**src/rtl/ab_pkg.sv**
```systemverilog
package ab_pkg;

    typedef enum logic [2:0] {
        ST_ARM  = 3'd0,
        ST_WAIT = 3'd1,
        ST_LOW  = 3'd2,
        ST_HIGH = 3'd3,
        ST_ACK  = 3'd4,
        ST_CONF = 3'd5,
        ST_LOCK = 3'd6
    } ab_state_e;

    localparam int unsigned NUM_RATES = 2;
    localparam int unsigned HOST_RATES [NUM_RATES] = '{9600, 19200};
    localparam logic [7:0]  ACK_CODE     = 8'h00;
    localparam logic [7:0]  CONFIRM_CODE = 8'h55;
    localparam int unsigned LOW_BITS     = 9;

endpackage

```
**src/rtl/ab_period_calc.sv**
```systemverilog
module ab_period_calc #(
    parameter int unsigned CNT_W   = 16,
    parameter int unsigned CLK_HZ  = 20_000_000,
    parameter int unsigned TOL_PCT = 4
) (
    input  logic [CNT_W-1:0] low_cnt_i,
    output logic [CNT_W-1:0] period_o,
    output logic             in_window_o
);
    import ab_pkg::*;

    localparam logic [CNT_W:0] DIVIDE = (CNT_W+1)'(LOW_BITS);
    localparam logic [CNT_W:0] HALF   = (CNT_W+1)'(LOW_BITS / 2);

    logic [CNT_W:0]           biased;
    logic [CNT_W:0]           quot;
    logic [NUM_RATES-1:0]     hit;

    assign biased   = {1'b0, low_cnt_i} + HALF;
    assign quot     = biased / DIVIDE;
    assign period_o = quot[CNT_W-1:0];

    for (genvar g = 0; g < NUM_RATES; g++) begin : g_rate
        localparam int unsigned BASE = CLK_HZ / HOST_RATES[g];
        localparam int unsigned SPAN = BASE * TOL_PCT / 100;
        localparam logic [CNT_W-1:0] LO = CNT_W'(BASE - SPAN);
        localparam logic [CNT_W-1:0] HI = CNT_W'(BASE + SPAN);
        assign hit[g] = (period_o >= LO) && (period_o <= HI);
    end

    assign in_window_o = |hit;

endmodule

```
**src/rtl/ab_tx.sv**
```systemverilog
module ab_tx #(
    parameter int unsigned CNT_W = 16
) (
    input  logic             clk,
    input  logic             rst_n,
    input  logic             start_i,
    input  logic [7:0]       data_i,
    input  logic [CNT_W-1:0] period_i,
    output logic             txd_o,
    output logic             done_o
);
    typedef struct packed {
        logic             busy;
        logic [CNT_W-1:0] cnt;
        logic [3:0]       nb;
        logic [9:0]       sh;
        logic             done;
    } tx_s;

    tx_s q, d;

    always_comb begin
        d      = q;
        d.done = 1'b0;
        if (!q.busy) begin
            if (start_i) begin
                d.busy = 1'b1;
                d.cnt  = '0;
                d.nb   = '0;
                d.sh   = {1'b1, data_i, 1'b0};
            end
        end else if (q.cnt == period_i - 1'b1) begin
            d.cnt = '0;
            d.sh  = {1'b1, q.sh[9:1]};
            if (q.nb == 4'd9) begin
                d.busy = 1'b0;
                d.done = 1'b1;
            end else begin
                d.nb = q.nb + 1'b1;
            end
        end else begin
            d.cnt = q.cnt + 1'b1;
        end
    end

    always_ff @(posedge clk or negedge rst_n) begin
        if (!rst_n) begin
            q <= '0;
        end else begin
            q <= d;
        end
    end

    assign txd_o  = q.busy ? q.sh[0] : 1'b1;
    assign done_o = q.done;

endmodule

```
**src/rtl/ab_rx.sv**
```systemverilog
module ab_rx #(
    parameter int unsigned CNT_W = 16
) (
    input  logic             clk,
    input  logic             rst_n,
    input  logic             en_i,
    input  logic             rxd_i,
    input  logic [CNT_W-1:0] period_i,
    output logic             busy_o,
    output logic             done_o,
    output logic             ferr_o,
    output logic [7:0]       data_o
);
    typedef struct packed {
        logic             run;
        logic [CNT_W-1:0] cnt;
        logic [3:0]       idx;
        logic [7:0]       sh;
        logic             done;
        logic             ferr;
    } rx_s;

    rx_s q, d;

    always_comb begin
        d      = q;
        d.done = 1'b0;
        if (!en_i) begin
            d.run = 1'b0;
        end else if (!q.run) begin
            if (!rxd_i) begin
                d.run = 1'b1;
                d.cnt = period_i >> 1;
                d.idx = '0;
            end
        end else if (q.cnt == '0) begin
            d.cnt = period_i - 1'b1;
            if (q.idx == 4'd0) begin
                if (rxd_i) begin
                    d.run = 1'b0;
                end else begin
                    d.idx = 4'd1;
                end
            end else if (q.idx <= 4'd8) begin
                d.sh  = {rxd_i, q.sh[7:1]};
                d.idx = q.idx + 1'b1;
            end else begin
                d.done = 1'b1;
                d.ferr = !rxd_i;
                d.run  = 1'b0;
            end
        end else begin
            d.cnt = q.cnt - 1'b1;
        end
    end

    always_ff @(posedge clk or negedge rst_n) begin
        if (!rst_n) begin
            q <= '0;
        end else begin
            q <= d;
        end
    end

    assign busy_o = q.run;
    assign done_o = q.done;
    assign ferr_o = q.ferr;
    assign data_o = q.sh;

endmodule

```
**src/rtl/autobaud_lock.sv**
```systemverilog
module autobaud_lock #(
    parameter int unsigned CLK_HZ       = 20_000_000,
    parameter int unsigned TOL_PCT      = 4,
    parameter int unsigned TIMEOUT_BITS = 20,
    parameter int unsigned CNT_W        = 16
) (
    input  logic             clk,
    input  logic             rst_n,
    input  logic             rxd_i,
    output logic             txd_o,
    output logic [CNT_W-1:0] divisor_o,
    output logic             locked_o,
    output logic             err_o
);
    import ab_pkg::*;

    localparam int unsigned TW = CNT_W + $clog2(TIMEOUT_BITS + 1);

    typedef struct packed {
        ab_state_e        st;
        logic [CNT_W-1:0] cnt;
        logic [CNT_W-1:0] per;
        logic [CNT_W-1:0] div;
        logic             lock;
        logic             err;
        logic             tx_go;
        logic [TW-1:0]    tmo;
        logic [1:0]       sync;
    } top_s;

    top_s q, d;

    logic             rx_s;
    logic [CNT_W-1:0] calc_per;
    logic             calc_ok;
    logic             tx_done;
    logic             rx_busy;
    logic             rx_done;
    logic             rx_ferr;
    logic [7:0]       rx_data;
    logic [TW-1:0]    tmo_lim;

    assign rx_s    = q.sync[1];
    assign tmo_lim = TW'(q.per) * TW'(TIMEOUT_BITS);

    ab_period_calc #(
        .CNT_W   (CNT_W),
        .CLK_HZ  (CLK_HZ),
        .TOL_PCT (TOL_PCT)
    ) u_calc (
        .low_cnt_i   (q.cnt),
        .period_o    (calc_per),
        .in_window_o (calc_ok)
    );

    ab_tx #(.CNT_W(CNT_W)) u_tx (
        .clk      (clk),
        .rst_n    (rst_n),
        .start_i  (q.tx_go),
        .data_i   (ACK_CODE),
        .period_i (q.per),
        .txd_o    (txd_o),
        .done_o   (tx_done)
    );

    ab_rx #(.CNT_W(CNT_W)) u_rx (
        .clk      (clk),
        .rst_n    (rst_n),
        .en_i     (q.st == ST_CONF),
        .rxd_i    (rx_s),
        .period_i (q.per),
        .busy_o   (rx_busy),
        .done_o   (rx_done),
        .ferr_o   (rx_ferr),
        .data_o   (rx_data)
    );

    always_comb begin
        d       = q;
        d.err   = 1'b0;
        d.tx_go = 1'b0;
        d.sync  = {q.sync[0], rxd_i};
        unique case (q.st)
            ST_ARM: begin
                if (rx_s) d.st = ST_WAIT;
            end
            ST_WAIT: begin
                if (!rx_s) begin
                    d.st  = ST_LOW;
                    d.cnt = CNT_W'(1);
                end
            end
            ST_LOW: begin
                if (!rx_s) begin
                    if (q.cnt != '1) d.cnt = q.cnt + 1'b1;
                end else begin
                    d.per = calc_per;
                    if (calc_ok) begin
                        d.st  = ST_HIGH;
                        d.cnt = CNT_W'(1);
                    end else begin
                        d.st  = ST_ARM;
                        d.err = 1'b1;
                    end
                end
            end
            ST_HIGH: begin
                if (!rx_s) begin
                    d.st  = ST_ARM;
                    d.err = 1'b1;
                end else if (q.cnt == q.per - 1'b1) begin
                    d.st    = ST_ACK;
                    d.tx_go = 1'b1;
                end else begin
                    d.cnt = q.cnt + 1'b1;
                end
            end
            ST_ACK: begin
                if (tx_done) begin
                    d.st  = ST_CONF;
                    d.tmo = '0;
                end
            end
            ST_CONF: begin
                if (rx_done) begin
                    if (!rx_ferr && rx_data == CONFIRM_CODE) begin
                        d.st   = ST_LOCK;
                        d.lock = 1'b1;
                        d.div  = q.per;
                    end else begin
                        d.st  = ST_ARM;
                        d.err = 1'b1;
                    end
                end else if (rx_busy) begin
                    d.tmo = '0;
                end else if (q.tmo == tmo_lim - 1'b1) begin
                    d.st  = ST_ARM;
                    d.err = 1'b1;
                end else begin
                    d.tmo = q.tmo + 1'b1;
                end
            end
            ST_LOCK: begin
                d.st = ST_LOCK;
            end
            default: begin
                d.st = ST_ARM;
            end
        endcase
    end

    always_ff @(posedge clk or negedge rst_n) begin
        if (!rst_n) begin
            q      <= '0;
            q.sync <= 2'b11;
        end else begin
            q <= d;
        end
    end

    assign divisor_o = q.div;
    assign locked_o  = q.lock;
    assign err_o     = q.err;

endmodule

```
**config.mk**
```make
export PLATFORM = sky130hd
export DESIGN_NAME = autobaud_lock
export DESIGN_NICKNAME = d
export VERILOG_FILES = /design/src/rtl/ab_pkg.sv /design/src/rtl/ab_period_calc.sv /design/src/rtl/ab_tx.sv /design/src/rtl/ab_rx.sv /design/src/rtl/autobaud_lock.sv
export SDC_FILE = /design/constraint.sdc
export NUM_CORES = 1
export LEC_CHECK = 0
export CORE_ASPECT_RATIO = 0.7
export CORE_MARGIN = 1.5
export CORE_UTILIZATION = 50
export CTS_CLUSTER_SIZE = 8
export DETAILED_ROUTE_END_ITERATION = 8
export PLACE_DENSITY = 0.68
export SLEW_MARGIN = 20
export SYNTH_ARGS = -nofsm -noshare
export SYNTH_HDL_FRONTEND = slang
export SYNTH_SLANG_ARGS = --single-unit
```
**constraint.sdc**
```tcl
create_clock -name clk -period 18.5 [get_ports clk]
set_clock_uncertainty 0.05 [all_clocks]
set_input_delay 2.775 -clock clk [delete_from_list [all_inputs] [get_ports clk]]
set_output_delay 2.775 -clock clk [all_outputs]
set_load 0.01 [all_outputs]
```
---- Word level (Yosys, flattened, before mapping) ----
Cells that the tools add are included.
word-level totals
  register bits after elaboration ......... 140
  input port bits ......................... 3
  word-level logic and storage cells ...... 151
  output and inout bits ................... 19
cells by class
  $add $sub $neg .......................... 9
  muxes and demuxes ....................... 59
  bitwise gates (word level) .............. 2
  magnitude comparators ................... 5
  eq/ne operators ......................... 31
  reduce and logical (&&, ||, !) cells .... 23
  multiply operators ...................... 1
  divide/modulo/power cells ............... 1
operator list
  cell                                                                                   number
  21-bit two-way mux                                                                     6
  16-bit two-way mux                                                                     7
  31-bit two-way mux                                                                     2
  16-bit case mux with 3 select lines                                                    1
  21-bit case mux with 2 select lines                                                    1
  16-bit by 1-bit adder with 16-bit output, second input constant                        2
  16-bit == test                                                                         2
  16-bit by 1-bit subtractor with 16-bit output, second input constant                   2
  3-bit two-way mux                                                                      9
  3-bit inequality test, second input constant                                           8
  21-bit by 1-bit adder with 21-bit output, second input constant                        1
  21-bit == test                                                                         1
  3-bit case mux with 7 select lines                                                     1
  21-bit by 1-bit subtractor with 21-bit output, second input constant                   1
  16-bit by 3-bit multiplier with 19-bit output, second input constant                   1
  1-bit two-way mux                                                                      19
  19-bit two-way mux                                                                     1
  2-bit inequality test, second input constant                                           9
  16-bit by 3-bit adder with 17-bit output, second input constant                        1
  17-bit by 4-bit divider with 17-bit output, second input constant                      1
  16-bit by 10-bit greater-or-equal comparator with 1-bit output, second input constant  1
  16-bit by 11-bit greater-or-equal comparator with 1-bit output, second input constant  1
  16-bit by 11-bit <= comparator with 1-bit output, second input constant                1
  16-bit by 12-bit <= comparator with 1-bit output, second input constant                1
  other kinds (31)                                                                       51

---- Logic depth before layout (Yosys ltp) ----
Gate-level depths: netlist of the first run.
  word-level depth ........................ 8
  depth in mapped cells ................... 36

---- Hierarchy ----
A second synthesis of the first run with hierarchy kept.
unflattened totals
  cells, all modules ...................... 1577
  area, all modules ....................... 13466.7 um^2
by module, submodules not included
  module          area each (um^2)  cells each  times used
  autobaud_lock   6313.6            706         1
  ab_period_calc  2897.8            406         1
  ab_tx           2154.6            231         1
  ab_rx           2100.8            234         1

---- Worst setup path after synthesis of the first run ----
Ideal clock, no wire load.
  kind .................................... flip-flop to flip-flop
  from .................................... reg q[61] (netlist name)
  to ...................................... reg q[73] (netlist name)
  clock period less this slack ............ 7.835 ns
  slack ................................... 10.665 ns
  required time ........................... 18.340 ns
  cell stages (with the launch flop) ...... 33
  data arrival time ....................... 7.675 ns
  setup time .............................. 0.110 ns
  cells stage by stage .................... dfrtp_1 -> ha_1 -> buf_2 -> nand4_2 -> or4_4 -> xnor2_4 -> nor4_2 -> o21ai_1 -> a311oi_2 -> xnor2_1 -> a31oi_1 -> a211o_2 -> a21o_1 -> a2111o_1 -> o21ai_2 -> a211oi_1 -> a211o_4 -> nor4_2 -> or2_1 -> buf_2 -> mux2i_1 -> or3_1 -> nor2_1 -> nor2_1 -> ha_1 -> a21o_1 -> a211o_1 -> a41oi_1 -> a211oi_4 -> o31ai_4 -> buf_2 -> o21ai_1 -> o41ai_1
between the ends
  cells in the longest elaborated chain, start to end .. 7
  elaborated cells between the ends (all ways) .. 21
  classes of those cells .................. add/sub (2); div (1); order compare (4); eq/ne (5); mux (5); reduce/logical (4)
RTL lines
  item                                                                                    line                  RTL
  start, declared                                                                         autobaud_lock.sv:31   top_s q, d;
  16-bit by 3-bit adder with 17-bit output                                                ab_period_calc.sv:19  assign biased = {1'b0, low_cnt_i} + HALF;
  17-bit by 4-bit divider with 17-bit output                                              ab_period_calc.sv:20  assign quot = biased / DIVIDE;
  16-bit by 11-bit greater-or-equal comparator with 1-bit output (tied with other cells)  ab_period_calc.sv:28  assign hit[g] = (period_o >= LO) && (period_o <= HI);
  1-bit logical AND                                                                       ab_period_calc.sv:28
  2-bit OR reduction                                                                      ab_period_calc.sv:31  assign in_window_o = |hit;
  3-bit inequality test (no line)                                                         --
  6-bit AND reduction (no line)                                                           --
Several ways; a longest one is shown, not always the timed one. The select of a mux whose other input is x is not followed.
A chain may end at the register's enable or synchronous reset.

---- Worst setup path in the final report of the first run ----
  from .................................... reg q[60] (netlist name)
  to ...................................... reg q[65] (netlist name)
Same word-level chain as after synthesis.

==> results of run 1 <==
==> layout by cell type, fill, tap and decap left out, types with 39 or more instances in the layout <==
master and count:
a21oi_1 73, o21ai_0 96, xnor2_1 86, nand3_1 42, nor3_1 43, xor2_1 46, nor2_1 98, ha_1 39
inv_1 42, nand2_1 106, dfrtp_1 134
==> state kept, by name, summed over array words and instances (netlist names) <==
signal / count
u_rx.q: 20
u_rx.busy_o: 1
u_rx.data_o: 8
locked_o: 1
u_rx.ferr_o: 1
divisor_o: 14
u_tx.q: 31
q: 56
err_o: 1
u_tx.done_o: 1
u_rx.done_o: 1
d: 1
==> worst max-delay path: cells and delay by family (launching register included) <==
family | cells | cell delay (ns)
adders and majority gates | 2 | 0.67
muxes | 2 | 0.68
xor gates and xnor gates | 1 | 0.21
and+or+nand+nor | 10 | 2.86
AOI/OAI and AO/OA | 14 | 4.32
DFF | 1 | 0.66
==> layout make-up <==
class | instances | area share [%]
clock inverters | 12 | 1.159
repair buffers | 30 | 2.308
well taps | 282 | 2.972
flip-flops and latches | 136 | 28.69
inverters | 44 | 1.391
multi-input cells | 1038 | 59.55
clock buffers | 20 | 3.931
==> stage by stage <==
step	cell area (sq um)	util (%)
detailed placement	11270	52.11
finish	11870	54.91
global route	11870	54.91
floorplan	11010	-
global placement	11270	52.11
CTS	11870	54.91
==> Yosys cell counts (14+ instances only) <==
cell / n / area share [%]
buf_4: 22 / 1.5
mux2_2: 25 / 2.6
or3_1: 15 / 0.85
nand3_1: 42 / 1.9
dfrtp_1: 134 / 30
xor2_1: 46 / 3.7
ha_1: 39 / 4.4
clkbuf_1: 36 / 1.2
nand4_1: 21 / 1.2
nor2_1: 98 / 3.3
o21ai_1: 14 / 0.64
o21ai_0: 97 / 4.4
nor3_1: 43 / 2.0
nand2b_1: 28 / 1.6
nand2_1: 106 / 3.6
nor4_1: 15 / 0.85
and3_1: 18 / 1.0
xnor2_1: 86 / 6.8
a21oi_1: 73 / 3.3
inv_1: 42 / 1.4
a31oi_1: 17 / 0.97
==> per-layer routing <==
layer  global-route usage, %  vias to the layer above  wire length [microns]
met1                   40.65                     4644                  14870
met5                       0                        -                      0
met4                   6.525                        0                    383
met2                   35.82                      341                  11640
met3                   6.072                       31                   2325
li1                        -                     4648                      -
==> logic make-up (layout without fill, tap and decap cells) <==
kind of cell	after synthesis	count (layout)
fa+ha+maj	40	40
compound gates	364	364
mux	34	34
simple gates	460	460
other cells	1	2
xor+xnor	138	138
buf+inv	117	106
flops	136	136
==> worst max-delay path by stage <==
stage,slack [ns],from,to,cells past startpoint
floorplan,10.67,q[61],q[73],32
global placement,9.46,q[60],q[65],29
detailed placement,9.27,q[60],q[65],29
CTS,9.17,q[60],q[65],29
global route,8.22,q[60],q[62],29
finish,8.95,q[60],q[65],29
==> power by group through the flow <==
stage,Combinational [mW],Clock [mW],Sequential (mW)
floorplan,0.300,0,0.341
global placement,0.359,0,0.367
detailed placement,0.361,0,0.367
CTS,0.364,0.357,0.362
global route,0.404,0.369,0.367
finish,0.368,0.350,0.364
==> report_table.html, run 1 <==
<table>
<tr><th>Metric</th><th>Value</th></tr>
<tr><th colspan="2">Min path</th></tr>
<tr><td>Hold path depth</td><td>0</td></tr>
<tr><td>Origin of the worst min-delay path</td><td>d[1]</td></tr>
<tr><td>Hold path endpoint</td><td>q[1]</td></tr>
<tr><td>Kind of path behind the tightest hold check</td><td>reg -&gt; reg</td></tr>
<tr><th colspan="2">Clock tree</th></tr>
<tr><td>Clock insertion delay at the later pin of the skew report</td><td>between 0.4 and 0.5 ns</td></tr>
<tr><td>Count of instances resized after the clock tree is built</td><td>0</td></tr>
<tr><td>Post-CTS setup buffers</td><td>0</td></tr>
<tr><td>Maximum number of buffers from clock root to sink</td><td>2</td></tr>
<tr><td>Clk Tree Root Cell</td><td>clkbuf_16</td></tr>
<tr><td>Clock-pin slew reported for the worst setup and hold paths after clock tree synthesis</td><td>about 0.060 ns</td></tr>
<tr><td>Clk sink count</td><td>136</td></tr>
<tr><td>Number of buffers created by CTS</td><td>17</td></tr>
<tr><td>Cts hold-fix bufs</td><td>0</td></tr>
<tr><td>H-tree depth</td><td>4</td></tr>
<tr><td>TritonCTS clock tree</td><td>built</td></tr>
<tr><th colspan="2">Synthesis</th></tr>
<tr><td>Share of flip-flops with an asynchronous set or reset after synthesis</td><td>100.0%</td></tr>
<tr><td>Commonest register cell after synthesis</td><td>dfrtp_1</td></tr>
<tr><td>Synth Area in Adders</td><td>under 10%</td></tr>
<tr><td>Largest family of logic cells by synthesized area</td><td>compound AO/OA/AOI/OAI gates</td></tr>
<tr><td>Fraction of the mapped netlist area in compound gates</td><td>between 20 and 25%</td></tr>
<tr><td>Distinct cells, synth</td><td>110</td></tr>
<tr><td>Mean instance size in the synthesized netlist</td><td>8.535 sq um</td></tr>
<tr><td>Post-synthesis cell area</td><td>0.01101 sq mm</td></tr>
<tr><td>Mux cell area share after synthesis</td><td>between 3 and 4%</td></tr>
<tr><td>Basic-gate share of the synthesized area counting and, or, nand and nor cells</td><td>between 20 and 25%</td></tr>
<tr><td>Number of flops mapped to enable cells by yosys</td><td>0</td></tr>
<tr><td>Synthesized instance count</td><td>1,290</td></tr>
<tr><td>Synth Register Bits</td><td>around 140</td></tr>
<tr><td>Sequential share of the synthesized area</td><td>just over 30%</td></tr>
<tr><td>Count of warnings emitted by yosys</td><td>0</td></tr>
<tr><td>Synth Area in XOR/XNOR</td><td>a little under an eighth</td></tr>
<tr><th colspan="2">STA</th></tr>
<tr><td>Hold violation total from the final report</td><td>0</td></tr>
<tr><td>Fin crit share</td><td>about half</td></tr>
<tr><td>Minimum hold slack</td><td>0.3212 ns</td></tr>
<tr><td>Final setup vio count</td><td>0</td></tr>
<tr><td>Setup repair after global routing missed its margin</td><td>false</td></tr>
<tr><td>Setup TNS</td><td>0 ns</td></tr>
<tr><td>Final Max Slew Viols</td><td>0</td></tr>
<tr><td>Post-route worst setup slack</td><td>around 9 ns</td></tr>
<tr><td>Minimum clock period</td><td>~9.6 ns</td></tr>
<tr><td>Max_slew headroom</td><td>around 34%</td></tr>
<tr><td>Slew at the pin closest to its max-slew limit</td><td>0.9873 ns</td></tr>
<tr><td>Maximum operating frequency</td><td>approximately 100 MHz</td></tr>
<tr><th colspan="2">Critical path</th></tr>
<tr><td>Max FO, Critical Path</td><td>19</td></tr>
<tr><td>Endpoint required time on the critical path</td><td>approximately 19 ns</td></tr>
<tr><td>Largest stage delay on the critical path</td><td>roughly 0.69 ns</td></tr>
<tr><td>Start-to-end type of the worst setup path</td><td>reg -&gt; reg</td></tr>
<tr><td>R2R Path Start</td><td>q[60]</td></tr>
<tr><td>Launching element type of the critical path</td><td>flop</td></tr>
<tr><td>Slowest stage cell on the critical path</td><td>o31ai_4</td></tr>
<tr><td>Arrival time at the worst endpoint</td><td>9.86 ns</td></tr>
<tr><td>Count of cells along the worst register-to-register path</td><td>29</td></tr>
<tr><td>Reg2Reg Capture Point</td><td>q[65]</td></tr>
<tr><td>Critical Path Sink Type</td><td>flop</td></tr>
<tr><td>Most Frequent Cell on Critical Path</td><td>nor2_1</td></tr>
<tr><td>Slack of the worst reg-to-reg path</td><td>8.95 ns</td></tr>
<tr><th colspan="2">Power and ir drop</th></tr>
<tr><td>Part of the total power dissipated in combinational logic</td><td>between 30% and 40%</td></tr>
<tr><td>Int Power</td><td>671.5 uW</td></tr>
<tr><td>Seq pwr share</td><td>33.6%</td></tr>
<tr><td>Net switching fraction of the power</td><td>37.91%</td></tr>
<tr><td>Power density over the cells</td><td>approximately 90 mW/mm^2</td></tr>
<tr><td>IR Drop Worst-Case VDD</td><td>0.08700 mV</td></tr>
<tr><td>Leakage</td><td>about 5.0 nW</td></tr>
<tr><td>Clock share of power</td><td>32.4%</td></tr>
<tr><td>Sw Pwr</td><td>between 400 and 500 uW</td></tr>
<tr><td>Sum of internal, switching and leakage power</td><td>1.081 mW</td></tr>
<tr><th colspan="2">Drt</th></tr>
<tr><td>Number of search-and-repair iterations in the first detailed-routing pass</td><td>7</td></tr>
<tr><td>Post-detailed-route DRC marker count</td><td>1</td></tr>
<tr><td>DR WL/cell</td><td>18.71 microns</td></tr>
<tr><td>Routed via count divided by cell count</td><td>around 6.2</td></tr>
<tr><td>Total wire length</td><td>29,220 microns</td></tr>
<tr><td>Remaining antenna violation count</td><td>0</td></tr>
<tr><td>Via count</td><td>roughly 9,700</td></tr>
<tr><td>Number of DRC violations after detailed-routing iteration 0</td><td>approximately 870</td></tr>
<tr><th colspan="2">Cells and area</th></tr>
<tr><td>Net count, final</td><td>between 1,000 and 1,500</td></tr>
<tr><td>Syn-to-layout area delta</td><td>7.818%</td></tr>
<tr><td>Filler Cells Inserted</td><td>approximately 2,000</td></tr>
<tr><td>Area occupied by multi-input gates</td><td>between 0.007 and 0.008 sq mm</td></tr>
<tr><td>Fraction of final layout cells with drive strength greater than 1</td><td>10.39%</td></tr>
<tr><td>Layout Cells excl Fill</td><td>between 1,500 and 2,000</td></tr>
<tr><td>Area taken by flip-flops and latches</td><td>~0.0034 sq mm</td></tr>
<tr><td>N_diodes</td><td>0</td></tr>
<tr><th colspan="2">Place</th></tr>
<tr><td>HPWL after detailed placement</td><td>~21,000 microns</td></tr>
<tr><td>Cell count after placement</td><td>1,530</td></tr>
<tr><td>Post-Place Setup Slack</td><td>9.273 ns</td></tr>
<tr><td>IO Port Bufs</td><td>19</td></tr>
<tr><td>Routability Congestion</td><td>~1</td></tr>
<tr><th colspan="2">Global routing</th></tr>
<tr><td>All-layer global routing usage</td><td>between 20% and 30%</td></tr>
<tr><td>Wire length of the first global-routing pass</td><td>~47,000 microns</td></tr>
<tr><td>Antenna violations before repair</td><td>1</td></tr>
<tr><td>Pin count of the biggest net entering global routing</td><td>just over 70</td></tr>
<tr><td>Total grt overflow</td><td>0</td></tr>
<tr><td>Via count of the first global-routing pass</td><td>8,699</td></tr>
<tr><th colspan="2">Run status</th></tr>
<tr><td>Run status</td><td>complete, but fails checks</td></tr>
<tr><td>Violations in the final reports</td><td>design-rule violations</td></tr>
<tr><th colspan="2">Floorplanning</th></tr>
<tr><td>Die Ht</td><td>127.2 microns</td></tr>
<tr><td>Core area</td><td>roughly 0.022 sq mm</td></tr>
<tr><td>Initial core utilization</td><td>about 50%</td></tr>
<tr><td>Boundary pin count</td><td>22</td></tr>
<tr><td>Number of standard-cell rows in the floorplan</td><td>45</td></tr>
<tr><td>Die Footprint</td><td>around 0.023 sq mm</td></tr>
<tr><td>Chip Width</td><td>roughly 180 microns</td></tr>
<tr><th colspan="2">Flow run</th></tr>
<tr><td>Max Cap Viol</td><td>0</td></tr>
</table>
Power figures use the tool's default switching activity.
==> run 2: changes to the inputs <==
- PLACE_DENSITY: 0.68 -> 0.71
- clock period: 18.5 -> 7.78 ns (I/O delays scaled with it)
==> report_table.html, run 2 (synthesis results as in run 1) <==
<table>
<tr><th>Metric</th><th>Value</th></tr>
<tr><th colspan="2">STA</th></tr>
<tr><td>Minimum hold slack</td><td>0.3083 ns</td></tr>
<tr><td>Setup TNS</td><td>0 ns</td></tr>
<tr><td>Fin crit share</td><td>a little over nine tenths</td></tr>
<tr><td>Final Max Slew Viols</td><td>0</td></tr>
<tr><td>Slew at the pin closest to its max-slew limit</td><td>1.304 ns</td></tr>
<tr><td>Setup repair after global routing missed its margin</td><td>true</td></tr>
<tr><td>Max_slew headroom</td><td>12.76%</td></tr>
<tr><td>Minimum clock period</td><td>~7.6 ns</td></tr>
<tr><td>Hold violation total from the final report</td><td>0</td></tr>
<tr><td>Maximum operating frequency</td><td>~130 MHz</td></tr>
<tr><td>Final setup vio count</td><td>0</td></tr>
<tr><th colspan="2">Global routing</th></tr>
<tr><td>Total grt overflow</td><td>0</td></tr>
<tr><td>Antenna violations before repair</td><td>0</td></tr>
<tr><td>All-layer global routing usage</td><td>a little over a quarter</td></tr>
<tr><td>Pin count of the biggest net entering global routing</td><td>72</td></tr>
<tr><td>Via count of the first global-routing pass</td><td>about 9,200</td></tr>
<tr><td>Wire length of the first global-routing pass</td><td>48,850 microns</td></tr>
<tr><th colspan="2">Clock tree</th></tr>
<tr><td>Cts hold-fix bufs</td><td>0</td></tr>
<tr><td>Maximum number of buffers from clock root to sink</td><td>2</td></tr>
<tr><td>Clk Tree Root Cell</td><td>clkbuf_16</td></tr>
<tr><td>H-tree depth</td><td>4</td></tr>
<tr><td>Clk sink count</td><td>approximately 140</td></tr>
<tr><td>Number of buffers created by CTS</td><td>17</td></tr>
<tr><td>Clock-pin slew reported for the worst setup and hold paths after clock tree synthesis</td><td>about 0.060 ns</td></tr>
<tr><td>TritonCTS clock tree</td><td>built</td></tr>
<tr><td>Clock insertion delay at the later pin of the skew report</td><td>approximately 0.43 ns</td></tr>
<tr><th colspan="2">Critical path</th></tr>
<tr><td>Slowest stage cell on the critical path</td><td>a2111o_1</td></tr>
<tr><td>Reg2Reg Capture Point</td><td>q[65]</td></tr>
<tr><td>Count of cells along the worst register-to-register path</td><td>29</td></tr>
<tr><td>Launching element type of the critical path</td><td>flop</td></tr>
<tr><td>Start-to-end type of the worst setup path</td><td>reg -&gt; reg</td></tr>
<tr><td>Slack of the worst reg-to-reg path</td><td>about 0.17 ns</td></tr>
<tr><td>Endpoint required time on the critical path</td><td>between 8 and 9 ns</td></tr>
<tr><td>Largest stage delay on the critical path</td><td>approximately 0.52 ns</td></tr>
<tr><td>Max FO, Critical Path</td><td>6</td></tr>
<tr><td>R2R Path Start</td><td>q[69]</td></tr>
<tr><td>Arrival time at the worst endpoint</td><td>just under 8 ns</td></tr>
<tr><td>Critical Path Sink Type</td><td>flop</td></tr>
<tr><td>Most Frequent Cell on Critical Path</td><td>buf_4</td></tr>
<tr><th colspan="2">Min path</th></tr>
<tr><td>Hold path depth</td><td>0</td></tr>
<tr><td>Hold path endpoint</td><td>q[1]</td></tr>
<tr><td>Kind of path behind the tightest hold check</td><td>reg -&gt; reg</td></tr>
<tr><td>Origin of the worst min-delay path</td><td>d[1]</td></tr>
<tr><th colspan="2">Cells and area</th></tr>
<tr><td>Area occupied by multi-input gates</td><td>~0.0075 sq mm</td></tr>
<tr><td>Syn-to-layout area delta</td><td>18.27%</td></tr>
<tr><td>Biggest registers after layout</td><td>q: 56 flops, u_tx.q: 31 flops, u_rx.q: 20 flops</td></tr>
<tr><td>Post-route design area</td><td>around 0.013 sq mm</td></tr>
<tr><td>Layout Cells excl Fill</td><td>between 1,500 and 2,000</td></tr>
<tr><td>Filler Cells Inserted</td><td>~1,900</td></tr>
<tr><td>Most flop-heavy register</td><td>q</td></tr>
<tr><td>Fraction of final layout cells with drive strength greater than 1</td><td>19.81%</td></tr>
<tr><td>Net count, final</td><td>1,403</td></tr>
<tr><td>Area taken by flip-flops and latches</td><td>around 0.0034 sq mm</td></tr>
<tr><td>N_diodes</td><td>0</td></tr>
<tr><td>Most common cell after layout, fill and taps aside</td><td>dfrtp_1</td></tr>
<tr><td>Number of flip-flops under the largest register name</td><td>56</td></tr>
<tr><td>Commonest cells after routing, fill and taps aside</td><td>134 x dfrtp_1, 104 x nand2_1, 102 x buf_4</td></tr>
<tr><th colspan="2">Floorplanning</th></tr>
<tr><td>Chip Width</td><td>roughly 180 microns</td></tr>
<tr><td>Initial core utilization</td><td>between 50% and 60%</td></tr>
<tr><td>Number of standard-cell rows in the floorplan</td><td>45</td></tr>
<tr><td>Boundary pin count</td><td>22</td></tr>
<tr><td>Die Footprint</td><td>0.02293 sq mm</td></tr>
<tr><td>Core area</td><td>roughly 0.022 sq mm</td></tr>
<tr><td>Die Ht</td><td>between 100 and 150 microns</td></tr>
<tr><th colspan="2">Drt</th></tr>
<tr><td>Total wire length</td><td>30,580 microns</td></tr>
<tr><td>Number of DRC violations after detailed-routing iteration 0</td><td>about 900</td></tr>
<tr><td>Routed via count divided by cell count</td><td>roughly 6.2</td></tr>
<tr><td>Post-detailed-route DRC marker count</td><td>3</td></tr>
<tr><td>Remaining antenna violation count</td><td>0</td></tr>
<tr><td>Via count</td><td>between 10,000 and 15,000</td></tr>
<tr><td>DR WL/cell</td><td>approximately 18 microns</td></tr>
<tr><td>Number of search-and-repair iterations in the first detailed-routing pass</td><td>7</td></tr>
<tr><th colspan="2">Power and ir drop</th></tr>
<tr><td>Seq pwr share</td><td>32.6%</td></tr>
<tr><td>Net switching fraction of the power</td><td>between 30% and 40%</td></tr>
<tr><td>Part of the total power dissipated in combinational logic</td><td>35.4%</td></tr>
<tr><td>Power density over the cells</td><td>~200 mW/mm^2</td></tr>
<tr><td>Clock share of power</td><td>approximately a third</td></tr>
<tr><td>Int Power</td><td>around 1.6 mW</td></tr>
<tr><td>Sw Pwr</td><td>roughly 1000 uW</td></tr>
<tr><td>Leakage</td><td>around 5.5 nW</td></tr>
<tr><td>IR Drop Worst-Case VDD</td><td>0.2239 mV</td></tr>
<tr><td>Sum of internal, switching and leakage power</td><td>between 2 and 3 mW</td></tr>
<tr><th colspan="2">Place</th></tr>
<tr><td>IO Port Bufs</td><td>19</td></tr>
<tr><td>HPWL after detailed placement</td><td>around 22,000 microns</td></tr>
<tr><td>Cell count after placement</td><td>1,602</td></tr>
<tr><td>Post-placement cell area</td><td>0.01182 sq mm</td></tr>
<tr><td>Routability Congestion</td><td>between 0.9 and 1</td></tr>
<tr><th colspan="2">Run status</th></tr>
<tr><td>Violations in the final reports</td><td>design-rule violations</td></tr>
<tr><td>Run status</td><td>complete, but fails checks</td></tr>
<tr><th colspan="2">Flow run</th></tr>
<tr><td>Max Cap Viol</td><td>0</td></tr>
</table>
[run 2: cell types whose count changed in the layout (fill, tap and decap cells not counted), moves of 4 or more]
cell / before / now
xnor2_1: 86 / 82
a31oi_1: 17 / 10
a31oi_4: 0 / 5
nor3_1: 43 / 37
buf_4: 11 / 102
[run 2: power by group through the flow]
stage	sequential (mW)	clock [mW]	combinational (mW)
after floorplan	0.810	0	0.715
after global routing	0.865	0.884	1.03
after detailed placement	0.862	0	0.893
final	0.855	0.840	0.930
after CTS	0.850	0.854	0.902
after global placement	0.860	0	0.876
[run 2: metrics by stage]
stage / setup WS (ns) / utilization (%)
after CTS: 0.006037 / 57.54
after global routing: -0.1600 / 60.23
final: 0.1723 / 60.23
after floorplan: 0.03088 / -
after detailed placement: -0.008304 / 54.69
after global placement: 0.1377 / 54.69
[run 2: worst max-delay path, delay by kind of cell (launching register included)]
| family | cells | cell delay [ns] |
|---|---|---|
| and+or+nand+nor | 12 | 2.59 |
| AOI/OAI and AO/OA | 9 | 2.91 |
| buffers and inverters | 5 | 0.92 |
| DFF | 1 | 0.40 |
| xor gates and xnor gates | 2 | 0.32 |
| muxes | 1 | 0.34 |
[run 2: worst max-delay path by stage]
stage / start / end / slack [ns] / cells after the start
6_report: q[69] / q[65] / 0.17 / 29
5_1_grt: q[61] / q[65] / -0.16 / 31
4_1_cts: q[61] / q[65] / 0.006 / 32
3_5_place_dp: q[60] / q[65] / -0.008 / 31
3_3_place_gp: q[60] / q[65] / 0.14 / 32
2_1_floorplan: q[61] / q[73] / 0.03 / 32
[run 2: repair_timing]
| action | in CTS | in global routing |
|---|---|---|
| resized for setup | 2 | 74 |
| gates cloned | 0 | 1 |
| setup buffers | 2 | 18 |
| pin swaps | 1 | 34 |
| setup endpoints to repair | 10 | 20 |
[run 2: final cells by class]
cell class	count	share of cell area, %
Clock inverter	13	1.278
Timing Repair Buffer	123	7.475
Multi-Input combinational cell	1038	57.79
Tap cell	282	2.709
Sequential cell	136	26.15
Clock buffer	19	3.324
Inverter	44	1.268
[run 2: per-layer routing]
metal,part of all wire [%],track usage (%)
met5,0,0
met3,7.3,5.559
met2,42,38.12
met4,1.2,6.327
met1,49,40.33
==> run 3: changes to the inputs <==
- GPL_ROUTABILITY_DRIVEN: default -> 0
==> report_table.html, run 3 (synthesis results as in run 1) <==
<table>
<tr><th>Metric</th><th>Value</th></tr>
<tr><th colspan="2">Power and ir drop</th></tr>
<tr><td>Power density over the cells</td><td>about 200 mW/mm^2</td></tr>
<tr><td>Leakage</td><td>between 5 and 6 nW</td></tr>
<tr><td>Sum of internal, switching and leakage power</td><td>2.640 mW</td></tr>
<tr><td>IR Drop Worst-Case VDD</td><td>0.2051 mV</td></tr>
<tr><th colspan="2">Clock tree</th></tr>
<tr><td>Clock insertion delay at the later pin of the skew report</td><td>0.44 ns</td></tr>
<tr><td>TritonCTS clock tree</td><td>built</td></tr>
<tr><td>Clock-pin slew reported for the worst setup and hold paths after clock tree synthesis</td><td>approximately 0.060 ns</td></tr>
<tr><td>Clk sink count</td><td>about 140</td></tr>
<tr><td>Number of buffers created by CTS</td><td>17</td></tr>
<tr><td>H-tree depth</td><td>4</td></tr>
<tr><td>Clk Tree Root Cell</td><td>clkbuf_16</td></tr>
<tr><td>Maximum number of buffers from clock root to sink</td><td>2</td></tr>
<tr><th colspan="2">Place</th></tr>
<tr><td>Post-placement cell area</td><td>roughly 0.012 sq mm</td></tr>
<tr><td>Cell count after placement</td><td>1,591</td></tr>
<tr><td>Post-Place Setup Slack</td><td>-0.08412 ns</td></tr>
<tr><td>HPWL after detailed placement</td><td>~22,000 microns</td></tr>
<tr><td>IO Port Bufs</td><td>19</td></tr>
<tr><th colspan="2">Cells and area</th></tr>
<tr><td>Post-route design area</td><td>0.01311 sq mm</td></tr>
<tr><td>Number of flip-flops under the largest register name</td><td>56</td></tr>
<tr><td>Commonest cells after routing, fill and taps aside</td><td>129 x dfrtp_1, 105 x nand2_1, 97 x buf_4</td></tr>
<tr><td>Most flop-heavy register</td><td>q</td></tr>
<tr><td>Fraction of final layout cells with drive strength greater than 1</td><td>just over 20%</td></tr>
<tr><td>Biggest registers after layout</td><td>q: 56 flops, u_tx.q: 31 flops, u_rx.q: 20 flops</td></tr>
<tr><td>N_diodes</td><td>0</td></tr>
<tr><td>Net count, final</td><td>1,399</td></tr>
<tr><td>Most common cell after layout, fill and taps aside</td><td>dfrtp_1</td></tr>
<tr><td>Layout Cells excl Fill</td><td>1,651</td></tr>
<tr><td>Syn-to-layout area delta</td><td>19.08%</td></tr>
<tr><th colspan="2">STA</th></tr>
<tr><td>Post-route worst setup slack</td><td>0.04650 ns</td></tr>
<tr><td>Final Max Slew Viols</td><td>0</td></tr>
<tr><td>Slew at the pin closest to its max-slew limit</td><td>about 1.2 ns</td></tr>
<tr><td>Hold violation total from the final report</td><td>0</td></tr>
<tr><td>Fin crit share</td><td>a little under 100%</td></tr>
<tr><td>Setup repair after global routing missed its margin</td><td>true</td></tr>
<tr><td>Setup TNS</td><td>0 ns</td></tr>
<tr><td>Final setup vio count</td><td>0</td></tr>
<tr><td>Maximum operating frequency</td><td>~130 MHz</td></tr>
<tr><td>Minimum clock period</td><td>roughly 7.7 ns</td></tr>
<tr><td>Max_slew headroom</td><td>between 20% and 30%</td></tr>
<tr><th colspan="2">Global routing</th></tr>
<tr><td>Total grt overflow</td><td>0</td></tr>
<tr><td>Via count of the first global-routing pass</td><td>roughly 9,500</td></tr>
<tr><td>Antenna violations before repair</td><td>0</td></tr>
<tr><td>Pin count of the biggest net entering global routing</td><td>90</td></tr>
<tr><td>All-layer global routing usage</td><td>26.78%</td></tr>
<tr><td>Wire length of the first global-routing pass</td><td>roughly 50,000 microns</td></tr>
<tr><th colspan="2">Critical path</th></tr>
<tr><td>Arrival time at the worst endpoint</td><td>~8.1 ns</td></tr>
<tr><td>Count of cells along the worst register-to-register path</td><td>29</td></tr>
<tr><td>Most Frequent Cell on Critical Path</td><td>buf_4</td></tr>
<tr><td>Largest stage delay on the critical path</td><td>between 0.5 and 0.6 ns</td></tr>
<tr><td>Critical Path Sink Type</td><td>flop</td></tr>
<tr><td>Max FO, Critical Path</td><td>18</td></tr>
<tr><td>Endpoint required time on the critical path</td><td>8.09 ns</td></tr>
<tr><td>Start-to-end type of the worst setup path</td><td>reg -&gt; reg</td></tr>
<tr><td>Launching element type of the critical path</td><td>flop</td></tr>
<tr><td>Slowest stage cell on the critical path</td><td>or4b_4</td></tr>
<tr><th colspan="2">Drt</th></tr>
<tr><td>Post-detailed-route DRC marker count</td><td>3</td></tr>
<tr><td>Number of search-and-repair iterations in the first detailed-routing pass</td><td>7</td></tr>
<tr><td>Total wire length</td><td>around 31,000 microns</td></tr>
<tr><td>Met3 Wirelength</td><td>2383 microns</td></tr>
<tr><td>Remaining antenna violation count</td><td>0</td></tr>
<tr><td>Routed via count divided by cell count</td><td>between 6 and 7</td></tr>
<tr><td>Highest routing layer actually used</td><td>met4</td></tr>
<tr><td>Met2 wire length</td><td>13,620 microns</td></tr>
<tr><td>Routed metal-1 wire length</td><td>around 15,000 microns</td></tr>
<tr><td>Number of DRC violations after detailed-routing iteration 0</td><td>around 920</td></tr>
<tr><td>Via count</td><td>10,360</td></tr>
<tr><td>DR WL/cell</td><td>about 19 microns</td></tr>
<tr><th colspan="2">Flow run</th></tr>
<tr><td>Max Cap Viol</td><td>0</td></tr>
<tr><th colspan="2">Run status</th></tr>
<tr><td>Violations in the final reports</td><td>design-rule violations</td></tr>
<tr><td>Run status</td><td>complete, but fails checks</td></tr>
<tr><th colspan="2">Floorplanning</th></tr>
<tr><td>Die Footprint</td><td>~0.023 sq mm</td></tr>
<tr><td>Die Ht</td><td>127.2 microns</td></tr>
<tr><td>Number of standard-cell rows in the floorplan</td><td>45</td></tr>
<tr><td>Chip Width</td><td>about 180 microns</td></tr>
<tr><td>Initial core utilization</td><td>around half</td></tr>
<tr><td>Boundary pin count</td><td>22</td></tr>
<tr><td>Core area</td><td>approximately 0.022 sq mm</td></tr>
<tr><th colspan="2">Min path</th></tr>
<tr><td>Hold path depth</td><td>0</td></tr>
<tr><td>Kind of path behind the tightest hold check</td><td>reg -&gt; reg</td></tr>
</table>
-- run 3: changes by cell type in the layout (fill, tap and decap cells not counted), moves of 3 or more --
| cell | delta |
|---|---|
| inv_6 | -3 |
| dfrtp_1 | -5 |
| nor3_2 | -4 |
| xnor2_2 | +4 |
| nor3_4 | +3 |
| clkinv_2 | +3 |
| dfrtp_2 | +5 |
| buf_4 | -5 |
-- run 3: metrics by stage --
stage	hold WS [ns]	utilization [%]
floorplan	0.2952	-
CTS	0.3067	57.62
finish	0.3056	60.64
detailed placement	0.2978	54.36
global placement	0.2964	54.36
global route	0.3119	60.64
-- run 3: final timing paths --
kind / start / to / slack (ns)
worst max-delay path: q[69] / q[65] / 0.05
worst min-delay path: d[1] / q[1] / 0.31
worst max register to register: q[69] / q[65] / 0.05
worst min register to register: d[1] / q[1] / 0.31
max in group asynchronous: rst_n / q[71] / 5.70
min in group asynchronous: rst_n / q[20] / 0.77
-- run 3: critical path, delay by kind of cell, from the launching register on --
family | cells | cell delay (ns)
simple gates | 11 | 2.94
compound gates | 12 | 3.10
xor+xnor | 2 | 0.45
buf+inv | 4 | 0.72
flops | 1 | 0.39
-- run 3: metal layers --
layer  up-vias  GRT usage [%]
met4         0          6.723
met5         -              0
met2       425          38.99
met3        45          4.932
met1      5061          40.68
li1       4829              -
-- run 3: report_power, final --
part,internal [mW],total (mW),switching [mW]
Combinational,0.392,0.968,0.576
Sequential,0.757,0.856,0.0992
Clock,0.487,0.816,0.329
Total,1.64,2.64,1.00
-- run 3: final cells by class --
type	count	area, sq um
clock inverter	12	125.1
fill	1836	8509
timing repair buffer	119	962.2
tap	282	352.8
multi-input combinational	1038	7637
clock buffer	20	456.7
inverter	44	165.2
sequential	136	3412
-- run 3: repair_timing --
item / in CTS / in global routing
hold buffers: 0 / 0
setup endpoints to repair: 12 / 20
buffers inserted: 6 / 22
pin swaps: 8 / 48
endpoints found under the hold margin: 0 / 0
resized for setup: 15 / 87
